===== src/rtl/txtag_front.sv =====
module txtag_front #(
  parameter int DW = 8,
  parameter int CW = 8
) (
  input  logic          clk,
  input  logic          rst_n,
  input  logic          wr_en,
  input  logic [1:0]    wr_addr,
  input  logic [DW-1:0] wr_data,
  input  logic          fifo_full,
  output logic          push,
  output logic [DW+1:0] push_word,
  output logic          ovf_flag
);
  localparam logic [CW-1:0] ONE = CW'(1);

  logic          eop_req, fa_req, cyc;
  logic [CW-1:0] len, cnt;

  wire wr_ctl   = wr_en && (wr_addr == 2'd0);
  wire wr_len   = wr_en && (wr_addr == 2'd1);
  wire wr_dat   = wr_en && (wr_addr == 2'd2);
  wire take     = wr_dat && !fifo_full;
  wire auto_eop = (cnt == ONE);

  always_ff @(posedge clk) begin
    if (!rst_n) begin
      push      <= 1'b0;
      push_word <= '0;
      ovf_flag  <= 1'b0;
      eop_req   <= 1'b0;
      fa_req    <= 1'b0;
      cyc       <= 1'b0;
      len       <= '0;
      cnt       <= '0;
    end else begin
      push <= take;
      if (take)
        push_word <= {fa_req, eop_req | auto_eop, wr_data};
      if (wr_dat && fifo_full)
        ovf_flag <= 1'b1;

      if (wr_ctl) begin
        eop_req <= wr_data[0];
        fa_req  <= wr_data[1];
        cyc     <= wr_data[2];
      end else if (take) begin
        eop_req <= 1'b0;
        fa_req  <= 1'b0;
      end

      if (wr_len) begin
        len <= wr_data[CW-1:0];
        cnt <= wr_data[CW-1:0];
      end else if (take && cnt != '0) begin
        cnt <= auto_eop ? (cyc ? len : '0) : cnt - ONE;
      end
    end
  end
endmodule



===== config.mk =====
export PLATFORM = sky130hd
export DESIGN_NAME = txtag_front
export DESIGN_NICKNAME = d
export VERILOG_FILES = /design/src/rtl/txtag_front.sv
export SDC_FILE = /design/constraint.sdc
export NUM_CORES = 1
export LEC_CHECK = 0
export ABC_AREA = 1
export CAP_MARGIN = 20
export CORE_ASPECT_RATIO = 0.5
export CORE_MARGIN = 2
export CORE_UTILIZATION = 50
export CTS_CLUSTER_SIZE = 10
export DETAILED_ROUTE_END_ITERATION = 8
export HOLD_SLACK_MARGIN = 0.1
export MAX_ROUTING_LAYER = met4
export PLACE_DENSITY = 0.76
export SLEW_MARGIN = 30
export SYNTH_ARGS = -nofsm -noshare
export SYNTH_HDL_FRONTEND = slang
export SYNTH_SLANG_ARGS = --single-unit

===== constraint.sdc =====
create_clock -name clk -period 3.2 [get_ports clk]
set_input_delay 0.48 -clock clk [delete_from_list [all_inputs] [get_ports clk]]
set_output_delay 0.48 -clock clk [all_outputs]
set_load 0.1 [all_outputs]

==> results.md, run 1 <==
- Outcome: completed
- Post-Synth XOR/XNOR Area: 1.706%
- Yosys cell types: 23
- CP peak stage delay: 1140 ps
- Final hold slack: 449.7 ps
- Cell Area, Synth: 1540 sq um
- Design Power: 1.021 mW
- Slew HR: 34.84%
- Htree depth: 2
- CP Launch Point: push_word[5]
- Crit path DAT: 1760 ps
- CP required: 2720 ps
- Post-Layout Cell Count: 289
- Cts bufs inserted: 5
- Drt total wl: 3452 microns
- Post-synthesis mux area share: 0%
- Die H: 43.25 microns
- Tmin final: 2236 ps
- Worst skew pair latency: 280 ps
- Compound-Gate Fraction of Synth Area: 12.59%
- Total global-route track usage: 22.28%
- GPL Wtd Cong: 0.8476
- Final setup vio count: 0
- CTS tree: done
- CP top delay family: buffers and inverters
- Hold path depth: 2
- Max-slew violations: 0
- Initial antenna violation count: 0
- Clock skew: 6.132 ps
- Main combinational cell family by area after synthesis: simple AND/OR/NAND/NOR gates
- WL/cell: 11.94 microns
- R2R Path Start: cnt[1]
- DR pass1 iterations: 4
- Final instance area: 1929 sq um
- Simple-Gate Fraction of Synth Area: 34.28%
- Fin Setup TNS: 0 ps
- Min-Delay Endpoint: ovf_flag
- Critical-path top delay cell: clkdlybuf4s50_1
- Syn_nets: 239
- Clk buf depth: 2
- Initial core utilization: 52.03%
- First-pass GRT wire length: 5740 microns
- Worst-case reg-to-reg path depth: 8
- Core area: 2960 sq um
- Fin. Hold Viols: 0
- Antenna cells: 0
- Hold Buf Count CTS: 0
- Worst-margin pin slew: 974.3 ps
- Seq/Total Area, Yosys: 40.29%
- Vias in the first global route: 1292
- Port Buffers: 25
- Hold WC Path Type: flip-flop to flip-flop
- IR drop worst, VDD: 0.3087 mV
- Worst Setup Path Type: flip-flop to output port
- Cells after DPL: 281
- Final HPWL DP: 2566 microns
- Post-Synth Adder-Cell Area: 2.437%
- Slack of the critical path: 963.9 ps
- DR vias: 1445
- Commonest non-fill, non-tap cell in the layout: nand2_1
- Dpl cell area: 1812 sq um
- Post-route ant nets: 0
- LEAKAGE: 0.8654 nW
- Postcts setup bufs: 0
- Area grow syn2layout: 25.26%
- Pre-CTS setup slack: 977.1 ps
- Critical path capture point type: output port
- Core Util, Final: 65.17%
- WP buf/inv: 1
- RR Endpoint: cnt[6]
- Critical Path Start Type: flip-flop
- Worst hold start: ovf_flag
- Die X: 82.49 microns
- Routed vias/inst: 5.000
- Initial DRC count: 77
- Clock sink count: 31
- CP cell instances: clkdlybuf4s50_1
- Max Freq: 0.4472 GHz
- Crit share post-route: 69.88%
- Final nets: 265
- Register bit total from synthesis: 31
- Largest net degree at the start of global routing: 20
- Post-cts sizing count: 0
- Maximum Capacitance Violations: 0
- Gr ovfl total: 0
- RSZ-0062 raised after global routing: false
- Critical path peak fanout: 2
- Share of layout cells above drive strength 1: 10.04%
- Row Count: 14
- Most frequent cells in the layout: 46 x nand2_1, 39 x nor2_1, 31 x dfxtp_1
- Cell Pwr Density: 529.2 nW/um^2
- Worst R2R Setup Slack: 1760 ps
- Synthesized netlist cell count: 222
- Root buffer cell: clkbuf_8
- Clock Pin Slew Worst Setup and Hold Paths: 70 ps
- Fill count: 266
- DRC: 0
- Synth warnings: 0
- Cell count along the critical path: 1
- Num ports: 26
- Die area: 3567 sq um
- Syn avg cell area: 6.938 sq um
-- worst register-to-register path, delay by kind of cell, from the launching register on --
| family | cells | cell delay, ps |
|---|---|---|
| AOI/OAI and AO/OA | 1 | 240 |
| buffers and inverters | 2 | 150 |
| and+or+nand+nor | 4 | 500 |
| DFF | 1 | 310 |
| adders and majority gates | 1 | 180 |
-- routing by layer --
metal,vias up,share of wire [%],track usage [%]
met2,44,43,32.10
met4,0,0.78,6.885
met1,640,50,31.09
met3,5,5.4,5.106
met5,-,0,-
li1,756,-,-
-- where the power goes --
group	total, mW	internal [mW]	switching, mW
registers	0.418	0.404	0.0147
clock network	0.396	0.252	0.145
logic	0.206	0.0696	0.137
-- sequential cells by signal, indices dropped and copies added, names as in the netlist --
name,flops
fa_req,1
eop_req,1
len,8
ovf_flag,1
cnt,8
cyc,1
push_word,10
push,1
-- cell usage after synthesis --
cell type  count  area share [%]
ha_1           3             2.4
o21ai_1        4             1.3
nor2_2         3             1.2
nand4_1        4             1.6
inv_2          1            0.24
xor2_1         3             1.7
inv_1         25             6.1
nor2_4         4             2.9
a21oi_1       13             4.2
buf_2          2            0.65
clkbuf_1       4            0.97
nand2_2        3             1.2
nand2_1       46              11
o21ai_0       15             4.9
nand3_2        1            0.65
buf_6          1            0.73
nand2_4        1            0.73
o21ai_2        2             1.1
dfxtp_1       31              40
o21ai_4        1             1.1
nor2_1        39             9.5
nor3_1         1            0.32
nand3_1       15             4.9
-- worst max path at each step --
stage	endpoint	slack, ps
final	push_word[5]	960
after floorplan	ovf_flag	1800
after detailed placement	cnt[4]	980
after global placement	cnt[4]	1060
after CTS	push_word[5]	960
after global routing	push_word[5]	910
-- cells by family after synthesis --
kind of cell               count (synthesis)
DFF                                       31
adders and majority gates                  3
xor gates and xnor gates                   3
AOI/OAI and AO/OA                         35
and+or+nand+nor                          117
buffers and inverters                     33
-- area by class of cell --
cell class	count	area [sq um]	area share, %
Clock buffer	6	82.58	4.280
Clock inverter	2	35.03	1.816
Inverter	26	97.59	5.058
Multi-Input combinational cell	158	785.8	40.73
Sequential cell	31	620.6	32.17
Tap cell	40	50.05	2.594
Timing Repair Buffer	26	257.7	13.36
(Power assumes the default switching activity.)
==> inputs of run 2 (changes only) <==
--- a/config.mk
+++ b/config.mk
@@ -9,12 +9,12 @@
 export CAP_MARGIN = 20
 export CORE_ASPECT_RATIO = 0.5
 export CORE_MARGIN = 2
-export CORE_UTILIZATION = 50
+export CORE_UTILIZATION = 47
 export CTS_CLUSTER_SIZE = 10
 export DETAILED_ROUTE_END_ITERATION = 8
 export HOLD_SLACK_MARGIN = 0.1
 export MAX_ROUTING_LAYER = met4
-export PLACE_DENSITY = 0.76
+export PLACE_DENSITY = 0.75
 export SLEW_MARGIN = 30
 export SYNTH_ARGS = -nofsm -noshare
 export SYNTH_HDL_FRONTEND = slang
==> constraint.sdc (replaced) <==
create_clock -name clk -period 2 [get_ports clk]
set_input_delay 0.3 -clock clk [delete_from_list [all_inputs] [get_ports clk]]
set_output_delay 0.3 -clock clk [all_outputs]
set_load 0.1 [all_outputs]
==> results.md, run 2 (same netlist as run 1, synthesis figures left out) <==
- Clock sink count: 31 (unchanged)
- Final HPWL DP: 2672 microns (was 2566 microns)
- Most flop-heavy register: push_word (unchanged)
- Post-route ant nets: 0 (unchanged)
- Clock skew: 9.984 ps (was 6.132 ps)
- R2R Path Start: cnt[1] (unchanged)
- Critical path capture point type: flip-flop (was output port)
- Hold Buf Count CTS: 0 (unchanged)
- Worst-margin pin slew: 467.7 ps (was 974.3 ps)
- Critical Path Start Type: input port (was flip-flop)
- Slew HR: 68.58% (was 34.84%)
- Worst-case reg-to-reg path depth: 8 (unchanged)
- Worst R2R Setup Slack: 610 ps (was 1760 ps)
- Slack of the critical path: 469.9 ps (was 963.9 ps)
- Die H: 44.48 microns (was 43.25 microns)
- Largest net degree at the start of global routing: 14 (was 20)
- Worst Setup Path Type: input port to flip-flop (was flip-flop to output port)
- CP Launch Point: wr_addr[1] (was push_word[5])
- Num ports: 26 (unchanged)
- GPL Wtd Cong: 0.8646 (was 0.8476)
- Antenna cells: 0 (unchanged)
- Critical path peak fanout: 10 (was 2)
- Final hold slack: 450.9 ps (was 449.7 ps)
- Worst setup path end: cnt[5] (was push_word[5])
- Die X: 84.96 microns (was 82.49 microns)
- Crit share post-route: 76.50%
- Drt total wl: 3562 microns (was 3452 microns)
- LEAKAGE: 0.9033 nW (was 0.8654 nW)
- Post-cts sizing count: 0 (unchanged)
- Clk buf depth: 2 (unchanged)
- Initial DRC count: 59 (was 77)
- Outcome: completed (unchanged)
- Combinational Power Share: 20.1% (was 20.2%)
- Initial core utilization: 50.24% (was 52.03%)
- DRC: 0 (unchanged)
- WL/cell: 12.20 microns (was 11.94 microns)
- Hold path depth: 2 (unchanged)
- Max-slew violations: 0 (unchanged)
- Crit path DAT: 1750 ps (was 1760 ps)
- Cts bufs inserted: 5 (unchanged)
- Vias in the first global route: 1306 (was 1292)
- Most frequent cells in the layout: 46 x nand2_1, 39 x nor2_1, 31 x dfxtp_1 (unchanged)
- Share of layout cells above drive strength 1: 15.87% (was 10.04%)
- Internal: 1.160 mW (was 0.7249 mW)
- Cell Pwr Density: 849.5 nW/um^2 (was 529.2 nW/um^2)
- Sequential power share: 41.0% (about the same)
- Commonest non-fill, non-tap cell in the layout: nand2_1 (unchanged)
- Net Sw Power: 0.4729 mW (was 0.2961 mW)
- Hold WC Path Type: flip-flop to flip-flop (unchanged)
- First-pass GRT wire length: 5961 microns (was 5740 microns)
- Fin. Hold Viols: 0 (unchanged)
- CP required: 2220 ps (was 2720 ps)
- Biggest regs: push_word: 10 flops, cnt: 8 flops, len: 8 flops (unchanged)
- Tmin final: 1530 ps
- RR Endpoint: cnt[6] (unchanged)
- Clk pwr share: 38.9% (was 38.8%)
- Clock Pin Slew Worst Setup and Hold Paths: 60 ps (was 70 ps)
- Final instance area: 1922 sq um (was 1929 sq um)
- Sw Share: 28.97% (was 29.00%)
- Root buffer cell: clkbuf_8 (unchanged)
- Area grow syn2layout: 24.78% (was 25.26%)
- Dpl cell area: 1804 sq um (was 1812 sq um)
- Htree depth: 2 (unchanged)
- DR pass1 iterations: 4 (unchanged)
- Worst skew pair latency: 280 ps (about the same)
- RSZ-0062 raised after global routing: false (unchanged)
- Final setup vio count: 0 (unchanged)
- Cells after DPL: 284 (was 281)
- Gr ovfl total: 0 (unchanged)
- Maximum Capacitance Violations: 0 (unchanged)
- Row Count: 14 (unchanged)
- DR vias: 1446 (was 1445)
- Pre-CTS setup slack: 184.5 ps (was 977.1 ps)
- Max reg flops: 10 (unchanged)
- Die area: 3779 sq um (was 3567 sq um)
- Routed vias/inst: 4.952 (was 5.000)
- Total global-route track usage: 21.39% (was 22.28%)
- IR drop worst, VDD: 0.4325 mV (was 0.3087 mV)
- CTS tree: done (unchanged)
- Max Freq: 0.6536 GHz
- Post-Layout Cell Count: 292 (was 289)
- Postcts setup bufs: 0 (unchanged)
- Port Buffers: 25 (unchanged)
- Fin Setup TNS: 0 ps (unchanged)
- Final nets: 268 (was 265)
- Core area: 3065 sq um (was 2960 sq um)
- Initial antenna violation count: 0 (unchanged)
==> run 2: power by group through the flow <==
stage	registers (mW)	clock network, mW	logic [mW]
6_report	0.670	0.635	0.328
4_1_cts	0.669	0.635	0.327
3_3_place_gp	0.682	0	0.320
5_1_grt	0.672	0.660	0.366
2_1_floorplan	0.735	0	0.184
3_5_place_dp	0.683	0	0.325
==> run 2: through the flow <==
step / utilization (%) / power [mW]
2_1_floorplan: - / 0.9199
3_3_place_gp: 58.86 / 1.002
3_5_place_dp: 58.86 / 1.007
4_1_cts: 62.69 / 1.632
5_1_grt: 62.69 / 1.698
6_report: 62.69 / 1.633
==> run 2: worst min path at each step <==
stage / start / to / slack (ps)
2_1_floorplan: wr_data[2] / cyc / 430
3_3_place_gp: ovf_flag / ovf_flag / 440
3_5_place_dp: ovf_flag / ovf_flag / 450
4_1_cts: ovf_flag / ovf_flag / 460
5_1_grt: len[2] / len[2] / 480
6_report: ovf_flag / ovf_flag / 450
==> run 2: metal layers <==
metal / global-route usage, % / wire length (microns)
met5: - / 0
met4: 7.619 / 23
met3: 5.597 / 134
met2: 32.66 / 1535
met1: 27.77 / 1869
==> run 2: critical path, stage by stage <==
cell and delay [ps]:
clkdlybuf4s50_1 520, inv_1 60, nand3_2 190, inv_2 150, nor2_4 210, nand2_1 70
nor2_1 110, nor2_1 60, nor2_1 70
==> run 2: final cells by class <==
| type | instances | area (sq um) |
|---|---|---|
| flip-flops and latches | 31 | 620.6 |
| clock buffers | 6 | 82.58 |
| multi-input cells | 158 | 785.8 |
| well taps | 40 | 50.05 |
| fillers | 274 | 1144 |
| clock inverters | 2 | 35.03 |
| inverters | 26 | 97.59 |
| repair buffers | 29 | 250.2 |
